[config.mk]
export PLATFORM = sky130hd
export DESIGN_NAME = i2c_dual_id_regfile
export DESIGN_NICKNAME = d
export VERILOG_FILES = /design/src/rtl/i2c_rf_pkg.sv /design/src/rtl/i2c_rf_sync.sv /design/src/rtl/i2c_rf_store.sv /design/src/rtl/i2c_rf_ctrl.sv /design/src/rtl/i2c_dual_id_regfile.sv
export SDC_FILE = /design/constraint.sdc
export NUM_CORES = 1
export LEC_CHECK = 0
export BUFFER_PORTS_ARGS = -buffer_cell sky130_fd_sc_hd__buf_2
export CELL_PAD_IN_SITES_DETAIL_PLACEMENT = 0
export CELL_PAD_IN_SITES_GLOBAL_PLACEMENT = 1
export CORE_UTILIZATION = 30
export CTS_CLUSTER_DIAMETER = 60
export DETAILED_ROUTE_END_ITERATION = 6
export PLACE_DENSITY_LB_ADDON = 0.1
export REMOVE_ABC_BUFFERS = 1
export SETUP_SLACK_MARGIN = 0.15
export SLEW_MARGIN = 0
export SYNTH_ARGS = -nofsm -noshare
export SYNTH_HDL_FRONTEND = slang
export SYNTH_SLANG_ARGS = --single-unit
export TNS_END_PERCENT = 100
[constraint.sdc]
create_clock -name clk -period 6.8 [get_ports clk]
set_input_delay 0.34 -clock clk [delete_from_list [all_inputs] [get_ports clk]]
set_output_delay 0.34 -clock clk [all_outputs]
set_load 0.02 [all_outputs]
[src/rtl/i2c_rf_pkg.sv]
package i2c_rf_pkg;
  localparam int unsigned DW = 8;

  typedef enum logic [2:0] {
    PH_IDLE,
    PH_ID,
    PH_ADDR,
    PH_DATA,
    PH_READ,
    PH_SKIP
  } phase_e;
endpackage

[src/rtl/i2c_rf_sync.sv]
module i2c_rf_sync #(
  parameter int STAGES = 2
) (
  input  logic clk,
  input  logic rst_n,
  input  logic scl_i,
  input  logic sda_i,
  output logic scl_s,
  output logic sda_s,
  output logic scl_rise,
  output logic scl_fall,
  output logic start_ev,
  output logic stop_ev
);
  logic [STAGES-1:0] scl_q, sda_q;
  logic scl_p, sda_p;

  generate
    if (STAGES == 1) begin : g_one
      always_ff @(posedge clk or negedge rst_n) begin
        if (!rst_n) begin
          scl_q <= '1;
          sda_q <= '1;
        end else begin
          scl_q <= scl_i;
          sda_q <= sda_i;
        end
      end
    end else begin : g_chain
      always_ff @(posedge clk or negedge rst_n) begin
        if (!rst_n) begin
          scl_q <= '1;
          sda_q <= '1;
        end else begin
          scl_q <= {scl_q[STAGES-2:0], scl_i};
          sda_q <= {sda_q[STAGES-2:0], sda_i};
        end
      end
    end
  endgenerate

  always_ff @(posedge clk or negedge rst_n) begin
    if (!rst_n) begin
      scl_p <= 1'b1;
      sda_p <= 1'b1;
    end else begin
      scl_p <= scl_s;
      sda_p <= sda_s;
    end
  end

  assign scl_s    = scl_q[STAGES-1];
  assign sda_s    = sda_q[STAGES-1];
  assign scl_rise = scl_s & ~scl_p;
  assign scl_fall = ~scl_s & scl_p;
  assign start_ev = scl_s & scl_p & sda_p & ~sda_s;
  assign stop_ev  = scl_s & scl_p & ~sda_p & sda_s;
endmodule

[src/rtl/i2c_rf_store.sv]
module i2c_rf_store #(
  parameter int DEPTH = 48,
  parameter int AW    = 6,
  parameter int DW    = 8
) (
  input  logic          clk,
  input  logic          rst_n,
  input  logic          loc_we,
  input  logic [AW-1:0] loc_addr,
  input  logic [DW-1:0] loc_wdata,
  output logic [DW-1:0] loc_rdata,
  input  logic          bus_we,
  input  logic [AW-1:0] bus_addr,
  input  logic [DW-1:0] bus_wdata,
  output logic [DW-1:0] bus_rdata
);
  logic [DW-1:0] mem [DEPTH];
  logic          loc_ok;

  assign loc_ok = (loc_addr < AW'(DEPTH));

  // local port is applied last, so it wins a same-entry collision
  always_ff @(posedge clk or negedge rst_n) begin
    if (!rst_n) begin
      for (int i = 0; i < DEPTH; i++) mem[i] <= '0;
    end else begin
      if (bus_we) mem[bus_addr] <= bus_wdata;
      if (loc_we && loc_ok) mem[loc_addr] <= loc_wdata;
    end
  end

  assign loc_rdata = loc_ok ? mem[loc_addr] : '0;
  assign bus_rdata = mem[bus_addr];
endmodule

[src/rtl/i2c_rf_ctrl.sv]
module i2c_rf_ctrl
  import i2c_rf_pkg::*;
#(
  parameter int         DEPTH = 48,
  parameter int         AW    = 6,
  parameter logic [6:0] ID_A  = 7'h6F,
  parameter logic [6:0] ID_B  = 7'h57
) (
  input  logic          clk,
  input  logic          rst_n,
  input  logic          pwr_fail,
  input  logic          sda_s,
  input  logic          scl_rise,
  input  logic          scl_fall,
  input  logic          start_ev,
  input  logic          stop_ev,
  input  logic [DW-1:0] rd_byte,
  output logic          sda_oe,
  output logic          bus_we,
  output logic [DW-1:0] bus_wdata,
  output logic [AW-1:0] ptr
);
  phase_e        phase_q, phase_d, nxt_q, nxt_d;
  logic [3:0]    bit_q, bit_d;
  logic [DW-1:0] sh_q, sh_d, rx;
  logic          ack_q, ack_d, oe_q, oe_d;
  logic [AW-1:0] ptr_q, ptr_d;
  logic          id_q, id_d, dummy_q, dummy_d, wdone_q, wdone_d;
  logic          hit, sel, receiving, load_now;

  function automatic logic [AW-1:0] ptr_inc(input logic [AW-1:0] p);
    return (p == AW'(DEPTH - 1)) ? '0 : p + 1'b1;
  endfunction

  function automatic logic [AW-1:0] addr_fold(input logic [7:0] a);
    logic [7:0] m;
    m = a % 8'(DEPTH);
    return m[AW-1:0];
  endfunction

  assign rx        = {sh_q[DW-2:0], sda_s};
  assign sel       = (rx[7:1] == ID_B);
  assign hit       = (rx[7:1] == ID_A) | sel;
  assign receiving = (phase_q == PH_ID) | (phase_q == PH_ADDR) | (phase_q == PH_DATA);

  always_comb begin
    phase_d  = phase_q;
    nxt_d    = nxt_q;
    bit_d    = bit_q;
    sh_d     = sh_q;
    ack_d    = ack_q;
    oe_d     = oe_q;
    ptr_d    = ptr_q;
    id_d     = id_q;
    dummy_d  = dummy_q;
    wdone_d  = wdone_q;
    bus_we   = 1'b0;
    load_now = 1'b0;
    if (pwr_fail || stop_ev) begin
      phase_d = PH_IDLE;
      bit_d   = '0;
      oe_d    = 1'b0;
      dummy_d = 1'b0;
    end else if (start_ev) begin
      phase_d = PH_ID;
      bit_d   = '0;
      oe_d    = 1'b0;
    end else if (scl_rise) begin
      if (receiving && bit_q < 4'd8) begin
        sh_d  = rx;
        bit_d = bit_q + 4'd1;
        if (bit_q == 4'd7) begin
          case (phase_q)
            PH_ID: begin
              if (!rx[0]) begin
                ack_d   = hit;
                nxt_d   = PH_ADDR;
                dummy_d = 1'b0;
                if (hit) id_d = sel;
              end else begin
                ack_d = hit && (!dummy_q || (sel == id_q));
                nxt_d = PH_READ;
              end
            end
            PH_ADDR: begin
              ack_d   = 1'b1;
              ptr_d   = addr_fold(rx);
              dummy_d = 1'b1;
              wdone_d = 1'b0;
              nxt_d   = PH_DATA;
            end
            default: begin
              ack_d = !wdone_q;
              nxt_d = PH_DATA;
              if (!wdone_q) begin
                bus_we  = 1'b1;
                wdone_d = 1'b1;
                dummy_d = 1'b0;
              end
            end
          endcase
        end
      end else if (phase_q == PH_READ) begin
        if (bit_q < 4'd8) begin
          bit_d = bit_q + 4'd1;
        end else if (bit_q == 4'd8) begin
          ack_d = ~sda_s;
          bit_d = 4'd9;
        end
      end
    end else if (scl_fall) begin
      if (receiving) begin
        if (bit_q == 4'd8) begin
          oe_d  = ack_q;
          bit_d = 4'd9;
        end else if (bit_q == 4'd9) begin
          oe_d  = 1'b0;
          bit_d = '0;
          if (!ack_q)                phase_d  = PH_SKIP;
          else if (nxt_q == PH_READ) load_now = 1'b1;
          else                       phase_d  = nxt_q;
        end
      end else if (phase_q == PH_READ) begin
        if (bit_q >= 4'd1 && bit_q <= 4'd7) begin
          sh_d = {sh_q[DW-2:0], 1'b0};
          oe_d = ~sh_q[DW-2];
        end else if (bit_q == 4'd8) begin
          oe_d = 1'b0;
        end else if (bit_q == 4'd9) begin
          if (ack_q) begin
            load_now = 1'b1;
          end else begin
            phase_d = PH_SKIP;
            oe_d    = 1'b0;
            bit_d   = '0;
          end
        end
      end
    end
    if (load_now) begin
      phase_d = PH_READ;
      sh_d    = rd_byte;
      oe_d    = ~rd_byte[DW-1];
      ptr_d   = ptr_inc(ptr_q);
      bit_d   = '0;
    end
  end

  always_ff @(posedge clk or negedge rst_n) begin
    if (!rst_n) begin
      phase_q <= PH_IDLE;
      nxt_q   <= PH_IDLE;
      bit_q   <= '0;
      sh_q    <= '0;
      ack_q   <= 1'b0;
      oe_q    <= 1'b0;
      ptr_q   <= '0;
      id_q    <= 1'b0;
      dummy_q <= 1'b0;
      wdone_q <= 1'b0;
    end else begin
      phase_q <= phase_d;
      nxt_q   <= nxt_d;
      bit_q   <= bit_d;
      sh_q    <= sh_d;
      ack_q   <= ack_d;
      oe_q    <= oe_d;
      ptr_q   <= ptr_d;
      id_q    <= id_d;
      dummy_q <= dummy_d;
      wdone_q <= wdone_d;
    end
  end

  assign sda_oe    = oe_q;
  assign bus_wdata = rx;
  assign ptr       = ptr_q;
endmodule

[src/rtl/i2c_dual_id_regfile.sv]
module i2c_dual_id_regfile
  import i2c_rf_pkg::*;
#(
  parameter int         DEPTH       = 48,
  parameter int         SYNC_STAGES = 2,
  parameter logic [6:0] ID_A        = 7'h6F,
  parameter logic [6:0] ID_B        = 7'h57,
  localparam int        AW          = $clog2(DEPTH)
) (
  input  logic          clk,
  input  logic          rst_n,
  input  logic          pwr_fail,
  input  logic          scl_i,
  input  logic          sda_i,
  output logic          sda_oe,
  input  logic          loc_we,
  input  logic [AW-1:0] loc_addr,
  input  logic [DW-1:0] loc_wdata,
  output logic [DW-1:0] loc_rdata
);
  logic          scl_s, sda_s, scl_rise, scl_fall, start_ev, stop_ev;
  logic          bus_we;
  logic [DW-1:0] bus_wdata, rd_byte;
  logic [AW-1:0] ptr;

  i2c_rf_sync #(.STAGES(SYNC_STAGES)) u_sync (
    .clk(clk), .rst_n(rst_n), .scl_i(scl_i), .sda_i(sda_i),
    .scl_s(scl_s), .sda_s(sda_s), .scl_rise(scl_rise), .scl_fall(scl_fall),
    .start_ev(start_ev), .stop_ev(stop_ev)
  );

  i2c_rf_ctrl #(.DEPTH(DEPTH), .AW(AW), .ID_A(ID_A), .ID_B(ID_B)) u_ctrl (
    .clk(clk), .rst_n(rst_n), .pwr_fail(pwr_fail), .sda_s(sda_s),
    .scl_rise(scl_rise), .scl_fall(scl_fall), .start_ev(start_ev), .stop_ev(stop_ev),
    .rd_byte(rd_byte), .sda_oe(sda_oe), .bus_we(bus_we), .bus_wdata(bus_wdata), .ptr(ptr)
  );

  i2c_rf_store #(.DEPTH(DEPTH), .AW(AW), .DW(DW)) u_store (
    .clk(clk), .rst_n(rst_n),
    .loc_we(loc_we), .loc_addr(loc_addr), .loc_wdata(loc_wdata), .loc_rdata(loc_rdata),
    .bus_we(bus_we), .bus_addr(ptr), .bus_wdata(bus_wdata), .bus_rdata(rd_byte)
  );
endmodule

# ---- After elaboration in Yosys (flattened, before gate mapping)
# Index checks and enable logic that the tools add are counted.
dict set report totals {
  word_cells 286
  register_bits 418
  input_bits 20
  output_inout_bits 9
}
dict set report op_classes {
  order_cmp 8
  addsub 2
  div 1
  n_mux 116
  reduce_logical 39
  eq_ne 37
  n_bitwise 21
}
# operator n
set ops {}
lappend ops {{$bwmux 384} 2}
lappend ops {{$mux 384} 2}
lappend ops {{$bmux 8 s6} 2}
lappend ops {{$demux 8 s6} 2}
lappend ops {{$mux 4} 17}
lappend ops {{$mux 7} 9}
lappend ops {{$mux 8} 7}
lappend ops {{$mux 3} 17}
lappend ops {{$mux 6} 8}
lappend ops {{$mux 1} 47}
lappend ops {{$reduce_and 6->1} 4}
lappend ops {{$ne 5x5->1 const B} 4}
lappend ops {{$reduce_bool 2->1} 9}
lappend ops {{$reduce_bool 6->1} 3}
lappend ops {{$eq 7x7->1 const B} 2}
lappend ops {{$ge 7x7->1 const B} 2}
lappend ops {{$lt 7x1->1 const B} 2}
lappend ops {{$not 6->7} 2}
lappend ops {{$reduce_and 7->1} 2}
lappend ops {{$ne 6x3->1 const B} 2}
lappend ops {{$ne 6x6->1 const B} 2}
lappend ops {{$ne 5x3->1 const B} 2}
lappend ops {{$reduce_and 10->1} 1}
lappend ops {{$reduce_bool 5->1} 2}
lappend ops {{other kinds (38)} 72}

# ---- Longest topological paths before layout
# Gate-level depths: netlist (run 1).
dict set report logic_depth {
  depth_word 12
  ltp_mapped 11
  ltp_nobuf 8
}

# ---- Hierarchy
# From an unflattened synthesis (run 1), not the netlist that was laid out.
dict set report unflattened {
  cells_unflattened 2772
  hier_area_um2 26894.5
}
# mod n_inst cells_each seq_area_each_um2 area_each_um2
set by_module_without_submodules {}
lappend by_module_without_submodules {i2c_rf_store 1 2531 9609.2 24586.1}
lappend by_module_without_submodules {i2c_rf_ctrl 1 231 700.7 2118.3}
lappend by_module_without_submodules {i2c_rf_sync 1 10 157.7 190.2}

# ---- Least setup slack after synthesis (run 1)
# OpenSTA, ideal clock, no wires.
dict set report synth_timing {
  kind {in2out}
  startpoint {input loc_addr[2]}
  endpoint {output loc_rdata[4]}
  path_buffers 2
  t_required_ns 6.460
  cell_stages 7
  path_slack_ns 4.159
  t_arrival_ns 2.301
  path_cell_list {buf_2 nor3b_1 clkbuf_1 a22oi_1 nand3_1 a21oi_1 o31ai_1}
}
dict set report synth_between {
  elab_chain_cells 5
  elab_cells_between_ends 6
  classes_between {order compare (1); mux (4); bitwise (1)}
}
# item line
set synth_lines {}
lappend synth_lines {{start: declaration} i2c_dual_id_regfile.sv:17} ;# input logic [AW-1:0] loc_addr,
lappend synth_lines {{$not 6->7 (not written as such)} i2c_rf_store.sv:32} ;# assign loc_rdata = loc_ok ? mem[loc_addr] : '0;
lappend synth_lines {{$bmux 8 s6} i2c_rf_store.sv:32}
lappend synth_lines {{$mux 8 (not written as such) (2 in series)} i2c_rf_store.sv:32}
lappend synth_lines {{$mux 8 *} i2c_rf_store.sv:32}
lappend synth_lines {{end: declaration} i2c_dual_id_regfile.sv:19} ;# output logic [DW-1:0] loc_rdata
# Mark *: on every way between the ends. The rest lies on a longest branch, timed or not. The select of a mux whose other input is x is not followed.

# ---- Worst setup path in the final report (run 1)
dict set report layout_timing {
  startpoint {register u_ctrl.ptr_q[1] (netlist: u_ctrl.ptr[1])}
  endpoint {register u_ctrl.oe_q (netlist: u_ctrl.sda_oe)}
}
dict set report layout_between {
  elab_chain_cells 6
}
# item line
set layout_lines {}
lappend layout_lines {{start: declaration} i2c_rf_ctrl.sv:27} ;# logic [AW-1:0] ptr_q, ptr_d;
lappend layout_lines {{start signal: assignment} i2c_rf_ctrl.sv:168} ;# ptr_q <= ptr_d;
lappend layout_lines {{$not 6->7 (not written as such)} i2c_rf_store.sv:33} ;# assign bus_rdata = mem[bus_addr];
lappend layout_lines {{$bmux 8 s6} i2c_rf_store.sv:33}
lappend layout_lines {{$mux 8 (not written as such) (2 in series)} i2c_rf_store.sv:33}
lappend layout_lines {{$not 1->1} i2c_rf_ctrl.sv:143} ;# oe_d = ~rd_byte[DW-1];
lappend layout_lines {{$mux 1} i2c_rf_ctrl.sv:140} ;# if (load_now) begin
lappend layout_lines {{end signal: assignment} i2c_rf_ctrl.sv:156} ;# oe_q <= 1'b0;
lappend layout_lines {{end signal: assignment} i2c_rf_ctrl.sv:167} ;# oe_q <= oe_d;
lappend layout_lines {{end: declaration} i2c_rf_ctrl.sv:26} ;# logic ack_q, ack_d, oe_q, oe_d;
# Every way passes these cells. The select of a mux whose other input is x is not followed.
# A chain may end at the register's enable or synchronous reset.

==> results of run 1 <==
[synth_stat cells (6+ instances only)]
| cell type | count | area (um^2) |
|---|---|---|
| nor3_1 | 14 | 70.1 |
| o31ai_1 | 6 | 45.0 |
| nor4_1 | 6 | 37.5 |
| nand4_4 | 6 | 128 |
| o211ai_1 | 16 | 120 |
| buf_2 | 35 | 175 |
| clkbuf_8 | 24 | 330 |
| clkbuf_1 | 160 | 601 |
| nand3_1 | 34 | 170 |
| a211oi_1 | 8 | 60.1 |
| nor2_1 | 219 | 822 |
| mux2_2 | 28 | 315 |
| o21ai_1 | 159 | 796 |
| dfstp_2 | 6 | 158 |
| nand2b_1 | 8 | 50.1 |
| a22o_1 | 30 | 263 |
| nor2_8 | 24 | 480 |
| and3b_1 | 6 | 52.6 |
| nand2_2 | 8 | 50.1 |
| and2_1 | 10 | 62.6 |
| and3_1 | 12 | 75.1 |
| or3_1 | 7 | 43.8 |
| a21oi_1 | 198 | 991 |
| mux4_2 | 44 | 991 |
| buf_1 | 24 | 90.1 |
| o22ai_1 | 12 | 75.1 |
| a221oi_1 | 46 | 403 |
| inv_1 | 15 | 56.3 |
| nor2b_1 | 21 | 131 |
| a221o_1 | 8 | 80.1 |
| nand3b_1 | 9 | 67.6 |
| dfrtp_1 | 412 | 10300 |
| mux2i_1 | 446 | 4460 |
| nor2_2 | 25 | 156 |
| nand4_1 | 19 | 119 |
| o21ai_0 | 139 | 696 |
| ha_1 | 9 | 113 |
| nor3b_1 | 15 | 113 |
| nand2_1 | 329 | 1230 |
| a22oi_1 | 123 | 923 |
| a31oi_1 | 25 | 156 |
[final cells by class]
type                    instances  area share, %
clock inverters                28           1.34
multi-input cells            2154           50.7
repair buffers                 82           2.04
inverters                      16          0.201
clock buffers                  84           5.76
well taps                    1165           4.88
flip-flops and latches        418           35.1
[how the worst max path moves through the flow]
stage | start | end | slack, ns | depth (start not counted)
2_1_floorplan | u_ctrl.ptr[1] | u_ctrl.sh_q[2] | 2.16 | 6
4_1_cts | u_ctrl.ptr[0] | u_ctrl.sh_q[1] | 2.74 | 8
3_5_place_dp | u_ctrl.ptr[0] | u_ctrl.sh_q[1] | 2.76 | 8
3_3_place_gp | u_ctrl.ptr[0] | u_ctrl.sh_q[1] | 2.72 | 8
5_1_grt | u_ctrl.ptr[0] | u_ctrl.sh_q[1] | 2.49 | 8
6_report | u_ctrl.ptr[1] | u_ctrl.sda_oe | 2.43 | 7
[critical path, stage by stage (launching register included)]
cell and delay (ns):
dfrtp_4 0.99, buf_12 0.41, inv_2 0.39, and3_1 0.26
a2111oi_0 1.07, o21ai_0 0.21, a41oi_1 0.59, o21a_1 0.19
[cell families after synthesis]
kind of cell | Yosys count | share of synthesized area (%)
xor+xnor | 4 | 0.130
buf+inv | 269 | 5.04
mux | 518 | 21.4
simple gates | 792 | 15.0
fa+ha+maj | 9 | 0.418
flops | 418 | 38.9
compound gates | 831 | 19.1
[registers in the layout (all words and copies together), names as in the netlist, 2 cells and up]
signal and count:
u_sync.sda_q 2, u_store.mem 384, u_ctrl.nxt_q 3, u_sync.scl_q 2, u_ctrl.ptr 6, u_ctrl.bit_q 4
u_ctrl.sh_q 7, u_ctrl.phase_q 3
[metrics by stage]
step           power (W)  cells  setup slack, ns  utilization (%)
2_1_floorplan    0.00400   2588             2.16                -
3_3_place_gp     0.00494   3832             2.72             31.3
3_5_place_dp     0.00497   3832             2.76             31.3
4_1_cts          0.00840   3947             2.74             33.7
5_1_grt          0.00863   3947             2.49             33.7
6_report         0.00834   3947             2.43             33.7
[power by group through the flow]
stage	registers, W	logic [W]	clock network [W]
after floorplan	0.00326	0.000741	0
after global placement	0.00371	0.00124	0
after detailed placement	0.00371	0.00126	0
after CTS	0.00367	0.00127	0.00347
after global routing	0.00370	0.00137	0.00356
final	0.00367	0.00127	0.00340
[metal layers]
layer	up-vias	part of all wire, %	track usage [%]
met4	6	4.1	10.4
li1	10200	-	-
met5	-	0.031	0
met2	1157	45	44.5
met1	12000	44	38.9
met3	257	7.1	4.21
[timing repair]
item,4_1_cts,5_1_grt
hold endpoints to repair,69,0
setup buffers,0,0
hold buffers,3,0
==> flow_results.org, run 1 <==
** Yosys
- Synthesized flop and latch total :: 418
- Number of library cell types mapped by synthesis :: 88
- For this run, asynchronously set or reset flops after synthesis account for 100%.
- Number of synthesis warnings :: 0
- Commonest register cell after synthesis :: dfrtp_1
- Number of flops mapped to enable cells by yosys :: 0
- Averaged over all synthesized cells, the footprint is 9.48 um^2.
- Total standard cell area after synthesis :: 0.0269 mm^2
- Number of standard cells after synthesis :: 2841
- Proportion of synthesized chip area in sequential cells :: 38.9%

** Hold path
- Class of the tightest hold or removal check :: in2reg
- Number of cells on the worst hold path :: 3
- The worst hold path terminates at u_ctrl.dummy_q.
- Worst Hold Launch :: pwr_fail

** Drt
- Post-Route WL :: 129000 um
- For this run, the detailed router's first-pass iteration total came to 7.
- In the routed design, unresolved DRC markers number 4.
- After detailed routing, the average wire length per cell comes to 32.7 um.
- In this run the remaining antenna-violating nets after routing total 0.
- Post-DR vias/cell :: 5.99
- The first routing iteration left 3169 violations.
- Total number of vias :: 23600

** Placed design
- HPWL after DPL :: 83600 um
- After detailed placement, the total cell area comes to 0.0277 mm^2.
- The count of buffers added on input and output ports is 28.
- Routability-driven placement finished with a final weighted congestion of 0.904.

** Die
- The floorplan step defined a die boundary enclosing 0.0910 mm^2.
- Number of placement rows :: 109
- Core area :: 0.0886 mm^2
- 29 I/O pins were placed.
- The die is 302 um wide.
- The die is 302 um tall.
- The initial utilization of the core area, before any placement, comes to 30.4%.

** Cells and area
- Relative to the synthesized area, the layout overhead comes to 11.0%.
- Fraction of final layout cells sized beyond drive strength 1 :: 12.7%
- Most common library cell in the layout ignoring fill and taps :: mux2i_1
- The top cell types in the final layout, fill and taps aside, are mux2i_1, dfrtp_1, nand2_1.
- Total non-filler cell area in the finished layout :: 0.0299 mm^2
- The number of antenna diodes in the final layout is 0.
- Counting the fill cells in the layout gives 9052.
- Combined area of the multi-input logic cells :: 0.0151 mm^2
- Across the whole layout, storage elements account for 0.0105 mm^2.
- The net count of the finished layout is 2761.

** Global routing
- The initial antenna violation count is 3.
- Maximum number of pins on one net before global-route repair :: 158
- The first global-routing pass estimated 183000 um of wire.
- Global-route total usage across every layer :: 28.2%
- The number of global-route vias before repair is 22700.
- Remaining global-route overflow :: 0

** Status
- The checks that failed: design-rule violations.
- The flow ran to the end, but the final reports show violations.

** Critical path
- The worst setup path is captured at a flip-flop.
- Counting cells, the worst reg-to-reg path comes to 7.
- Worst setup path class :: reg2reg
- Worst r2r dst :: u_ctrl.sda_oe
- Startpoint of the most critical register-to-register path :: u_ctrl.ptr[1]
- Arrival time at the worst endpoint :: 4.93 ns
- Required time worst endpoint :: 7.36 ns
- In this run the worst path has a maximum fanout of 60.
- Launching element type of the critical path :: flip-flop
- The setup check on the worst reg-to-reg path leaves a slack of 2.43 ns.

** CTS
- In this run, post-CTS repair resized a total of 0 instances.
- Number of buffers inserted during clock tree synthesis :: 60
- Clock buffer depth :: 3
- The clock drives 418 sinks.
- H-tree depth reported by CTS :: 2
- After clock tree synthesis, the clock-pin slew on the worst setup and hold paths is 0.06 ns.
- CTS placed an instance of clkbuf_16 at the clock tree root.
- Clock latency at the later pin of the worst-skew pair :: 0.67 ns
- TritonCTS built the clock tree.

** STA
- The routed design could run at a clock period as short as 4.37 ns.
- Fin Clk Skew :: 0.0385 ns
- The number of max-slew violations in the final report was 0.
- Final hold violations :: 0
- RSZ-0062 raised after global routing :: no
- Setup violations remaining at the end of the flow were counted as 0.
- Final worst path period share :: 64.3%
- Final hold slack :: 0.0985 ns
- For this run, the top clock speed supported by timing is 0.229 GHz.
- Worst slew margin :: 10.8%
- Actual transition at the worst max-transition pin :: 1.30 ns
- Final setup TNS :: 0 ns

** Power
- Cell internal power was estimated by the tool at 0.00545 W.
- Power Dens Cells :: 279 mW/mm^2
- IR analysis of the VDD net gives a maximum drop of 0.191 mV.
- Static leakage :: 11.5 nW
- Sequential fraction of design power :: 44.0%
- Switching power :: 0.00288 W
- The share of total power dissipated in the clock network is 40.8%.
- In this run, the combinational gates consume 15.2% of the power.
- Share of total power consumed by net switching :: 34.6%

** Run
- Across the run, the number of max-cap violations was 0.
(Power assumes the default switching activity.)
==> run 2, diff against run 1 <==
--- a/config.mk
+++ b/config.mk
@@ -5,6 +5,7 @@
 export SDC_FILE = /design/constraint.sdc
 export NUM_CORES = 1
 export LEC_CHECK = 0
+export ABC_AREA = 1
 export BUFFER_PORTS_ARGS = -buffer_cell sky130_fd_sc_hd__buf_2
 export CELL_PAD_IN_SITES_DETAIL_PLACEMENT = 0
 export CELL_PAD_IN_SITES_GLOBAL_PLACEMENT = 1
==> constraint.sdc (replaced) <==
create_clock -name clk -period 4.4 [get_ports clk]
set_input_delay 0.22 -clock clk [delete_from_list [all_inputs] [get_ports clk]]
set_output_delay 0.22 -clock clk [all_outputs]
set_load 0.02 [all_outputs]
==> run 2 against run 1 <==
  * The run still ends with design-rule violations left
  * Sequential share of layout area is 0.77 points lower
  * Clock power is 74% higher
  * Sequential cell count stayed put
  * Global-route usage is 1.8 points higher
  * Sequential power is 43% higher
  * Non-clock buffer count is 34 higher
  * Count of clock-buffer cells in the layout is 3 higher
  * Cell area is 2.1% higher
  * Critical path type is now in2out
  * Setup slack worse by 1.4 ns
==> flow_results.org, run 2 <==
** Die
- Width of the die :: 301 um
- Number of placement rows :: 109
- Count of pins on the block boundary :: 29
- Starting density of the core :: 30.3%
- The floorplan step defined a core boundary enclosing 0.0886 mm^2.
- The die covers 0.0909 mm^2.
- Die height :: 301 um

** STA
- Setup violations remaining at the end of the flow were counted as 0.
- Worst slew margin :: 30.6%
- Setup repair after global routing left no endpoint under its margin.
- Based on the critical path, the design can be clocked at up to 0.301 GHz.
- Final worst path period need :: 3.32 ns
- Final hold violations :: 0
- The number of max-slew violations in the final report is 0.
- For the final database, setup skew stands at 0.0345 ns.
- At the pin with the least slew margin, the transition time is 1.04 ns.
- In the finished design, the share of the clock period the worst path needs comes to 75.5%.

** Drt
- Antenna Nets Post-Route :: 0
- After detailed routing, the average wire length per cell comes to 27.3 um.
- Routed wire length on met3 :: 9930 um
- Router iterations before antenna repair :: 7
- Wires add up to 137000 um.
- Highest metal layer with signal wires :: met5
- After detailed routing, the number of remaining DRC violations is 12.
- Met1 wire length :: 62200 um
- After the first detailed-routing iteration, the DRC count stood at 3062.
- The detailed router placed 28100 vias in this run.
- After detailed routing, the number of vias per cell comes to 5.61.
- Summed over all nets, wire length on met2 after detailed routing comes to 60000 um.

** Global routing
- Maximum number of pins on one net before global-route repair :: 93
- First-pass GRT wire length :: 197000 um
- The initial antenna violation count is 4.
- Global-route total usage across every layer :: 29.9%
- Remaining global-route overflow :: 0
- Via count of the first global-routing pass :: 26400

** CTS
- Post-CTS clock slew at the launch and capture registers of the worst setup and hold paths :: 0.06 ns
- The clock drives 418 sinks.
- Clock buffer depth :: 3
- After clock tree synthesis, the repair step resized 0 gates.
- The H-tree was split into 3 levels.
- Clock root buffer :: clkbuf_16
- Clock latency on the worst-skew pair, taken at its later pin, is 0.65 ns.
- CTS tree :: yes
- In this run, CTS created clock tree buffers numbering 69.

** Critical path
- Worst path top cell family by delay :: simple AND/OR/NAND/NOR gates
- Delay of the slowest critical-path stage :: 0.62 ns
- At the worst endpoint, the required time is 4.18 ns.
- STA classifies the critical path endpoint as a primary output.
- The slowest stage of the critical path belongs to the cell inv_1.
- The worst setup path is launched from an input port.
- For the worst setup path, the data arrival time is 3.10 ns.
- Cells along the critical path :: buf_2 -> nor2_1 -> nand2_2 -> inv_1 -> o2bb2ai_1 -> nor2_1 -> o211ai_1 -> nand2_1 -> nand2_1 -> nor2_1 -> nand2_1 -> buf_2
- The worst setup path is of the in2out kind.
- Critical-path maximum fanout :: 17
- Counting both buffers and inverters, the worst setup path holds a total of 3.

** Yosys
- The cell count after synthesis came out at 3896.
- Yosys top cell area share :: 38.3%
- Number of library cell types mapped by synthesis :: 46
- Commonest register cell after synthesis :: dfrtp_1
- Counting flops with an async set or reset pin after synthesis yields a share of 100%.
- Sorting the synthesized cells by area gives the leading types as dfrtp_1, nand2_1, o21ai_0, o211ai_1, inv_1.
- Yosys instantiated no cell more often than nand2_1.
- The synthesized netlist occupies a cell area of 0.0269 mm^2.
- The synthesized design contains 418 register bits.
- Number of synthesis warnings :: 0
- Proportion of synthesized chip area in sequential cells :: 38.9%
- Leading area contributor after synthesis :: dfrtp_1
- The synthesized design contains 0 enable-type register cells.
- A synthesized cell averages 6.90 um^2.
- By count the netlist is led by nand2_1, o21ai_0, inv_1.

** Cells and area
- Max FFs per register :: 384
- In the final layout, flip-flops and latches occupy 0.0105 mm^2.
- Post-layout instance count excluding filler cells :: 5011
- Number of fill cells in the layout :: 9690
- Relative to the synthesized area, the layout overhead comes to 13.5%.
- Most common library cell in the layout ignoring fill and taps :: nand2_1
- At the end of the flow the core is filled with cells to 34.4%.
- Combined area of the multi-input logic cells :: 0.0136 mm^2
- Cells with a size suffix above 1 make up 8.01% of the layout.
- Fin nets :: 3821
- Ranked by flip-flop count, first place goes to u_store.mem.
- Commonest cells after routing, fill and taps aside :: nand2_1, o21ai_0, inv_1

** Power
- The analysis attributes to net switching a power of 0.00570 W.
- Sequential fraction of design power :: 34.9%
- The analysis attributes to cell leakage a power of 14.6 nW.
- Power spread over the standard cell area amounts to 494 mW/mm^2.
- Per report_power, the combinational group accounts for 25.8% of the total.
- Peak supply drop :: 0.297 mV
- Share of total power consumed by net switching :: 37.7%
- The internal portion of the total power is 0.00939 W.
- Share of total power in the clock network :: 39.3%

** Placed design
- In this run the tool buffered the top-level ports with 28 buffer cells.
- Routability-driven placement finished with a final weighted congestion of 0.930.
- Once detailed placement completed, the half-perimeter wirelength came to 90100 um.
- Once placement completed, the tool counted placed cells totaling 4883.

** Run
- Max-cap violations in this run came to 0.

** Status
- Result of the run :: finished, violations left
- The final reports fail on design-rule violations.

** Hold path
- Class of the tightest hold or removal check :: in2reg
run 2: cell type report:
class                           instances  share of cell area, %
Multi-Input combinational cell       2740                   44.5
Sequential cell                       418                   34.4
Tap cell                             1165                   4.78
Clock inverter                         37                   1.60
Antenna cell                            1                0.00820
Inverter                              447                   5.50
Timing Repair Buffer                  116                   2.93
Clock buffer                           87                   6.38
run 2: metal layers:
metal / up-vias / GRT usage [%]
met2: 1225 / 45.6
met4: 2 / 10.5
met5: - / 0
met1: 13800 / 43.1
met3: 223 / 3.95
li1: 12900 / -
run 2: final timing paths:
kind,start,to,slack (ns),cells after the start
worst max register to register,u_sync.scl_q[1],u_store.mem[310],1.12,10
worst min register to register,u_sync.scl_q[0],u_sync.scl_q[1],0.36,0
worst min-delay path,loc_wdata[2],u_store.mem[130],0.03,3
worst max-delay path,loc_addr[2],loc_rdata[1],1.08,12
max in group asynchronous,rst_n,u_store.mem[127],3.15,3
min in group asynchronous,rst_n,u_store.mem[280],0.16,2
run 2: metrics by stage:
stage / power, W / TNS (ns) / instance area (um^2) / setup slack (ns) / hold slack (ns)
final: 0.0151 / 0 / 30500 / 1.08 / 0.0327
after global routing: 0.0158 / 0 / 30500 / 0.873 / 0.0579
after CTS: 0.0151 / 0 / 30500 / 1.16 / 0.00701
after detailed placement: 0.00912 / 0 / 28000 / 1.15 / 0.274
after global placement: 0.00916 / 0 / 28000 / 1.17 / 0.282
after floorplan: 0.00731 / -547.04 / 25700 / -2.27 / -0.0756
run 2: timing repair:
action	in CTS	in global routing
endpoints found under the setup margin	0	0
buffers inserted	0	0
endpoints found under the hold margin	71	0
hold buffers	3	0
run 2: power by group through the flow:
stage	logic [W]	registers, W	clock network [W]
final	0.00390	0.00526	0.00593
after detailed placement	0.00382	0.00530	0
after global routing	0.00430	0.00533	0.00617
after floorplan	0.00214	0.00518	0
after global placement	0.00386	0.00530	0
after CTS	0.00384	0.00524	0.00602
run 2: worst register-to-register path, cell delays in order, from the launching register on:
cell and delay, ns:
dfstp_2 0.56, ha_1 0.34, inv_2 0.16, nor2_4 0.15, nand2_2 0.10, nor2_8 0.20, nand2_4 0.22, nor2_4 0.41
nand2_1 0.53, o211ai_1 0.35, o21ai_0 0.12
run 2: cells by family after synthesis:
group / Yosys count / synth area share, %
DFF: 418 / 38.9
adders and majority gates: 9 / 0.419
xor gates and xnor gates: 1 / 0.0326
AOI/OAI and AO/OA: 1208 / 27.1
buffers and inverters: 738 / 10.8
and+or+nand+nor: 1522 / 22.8
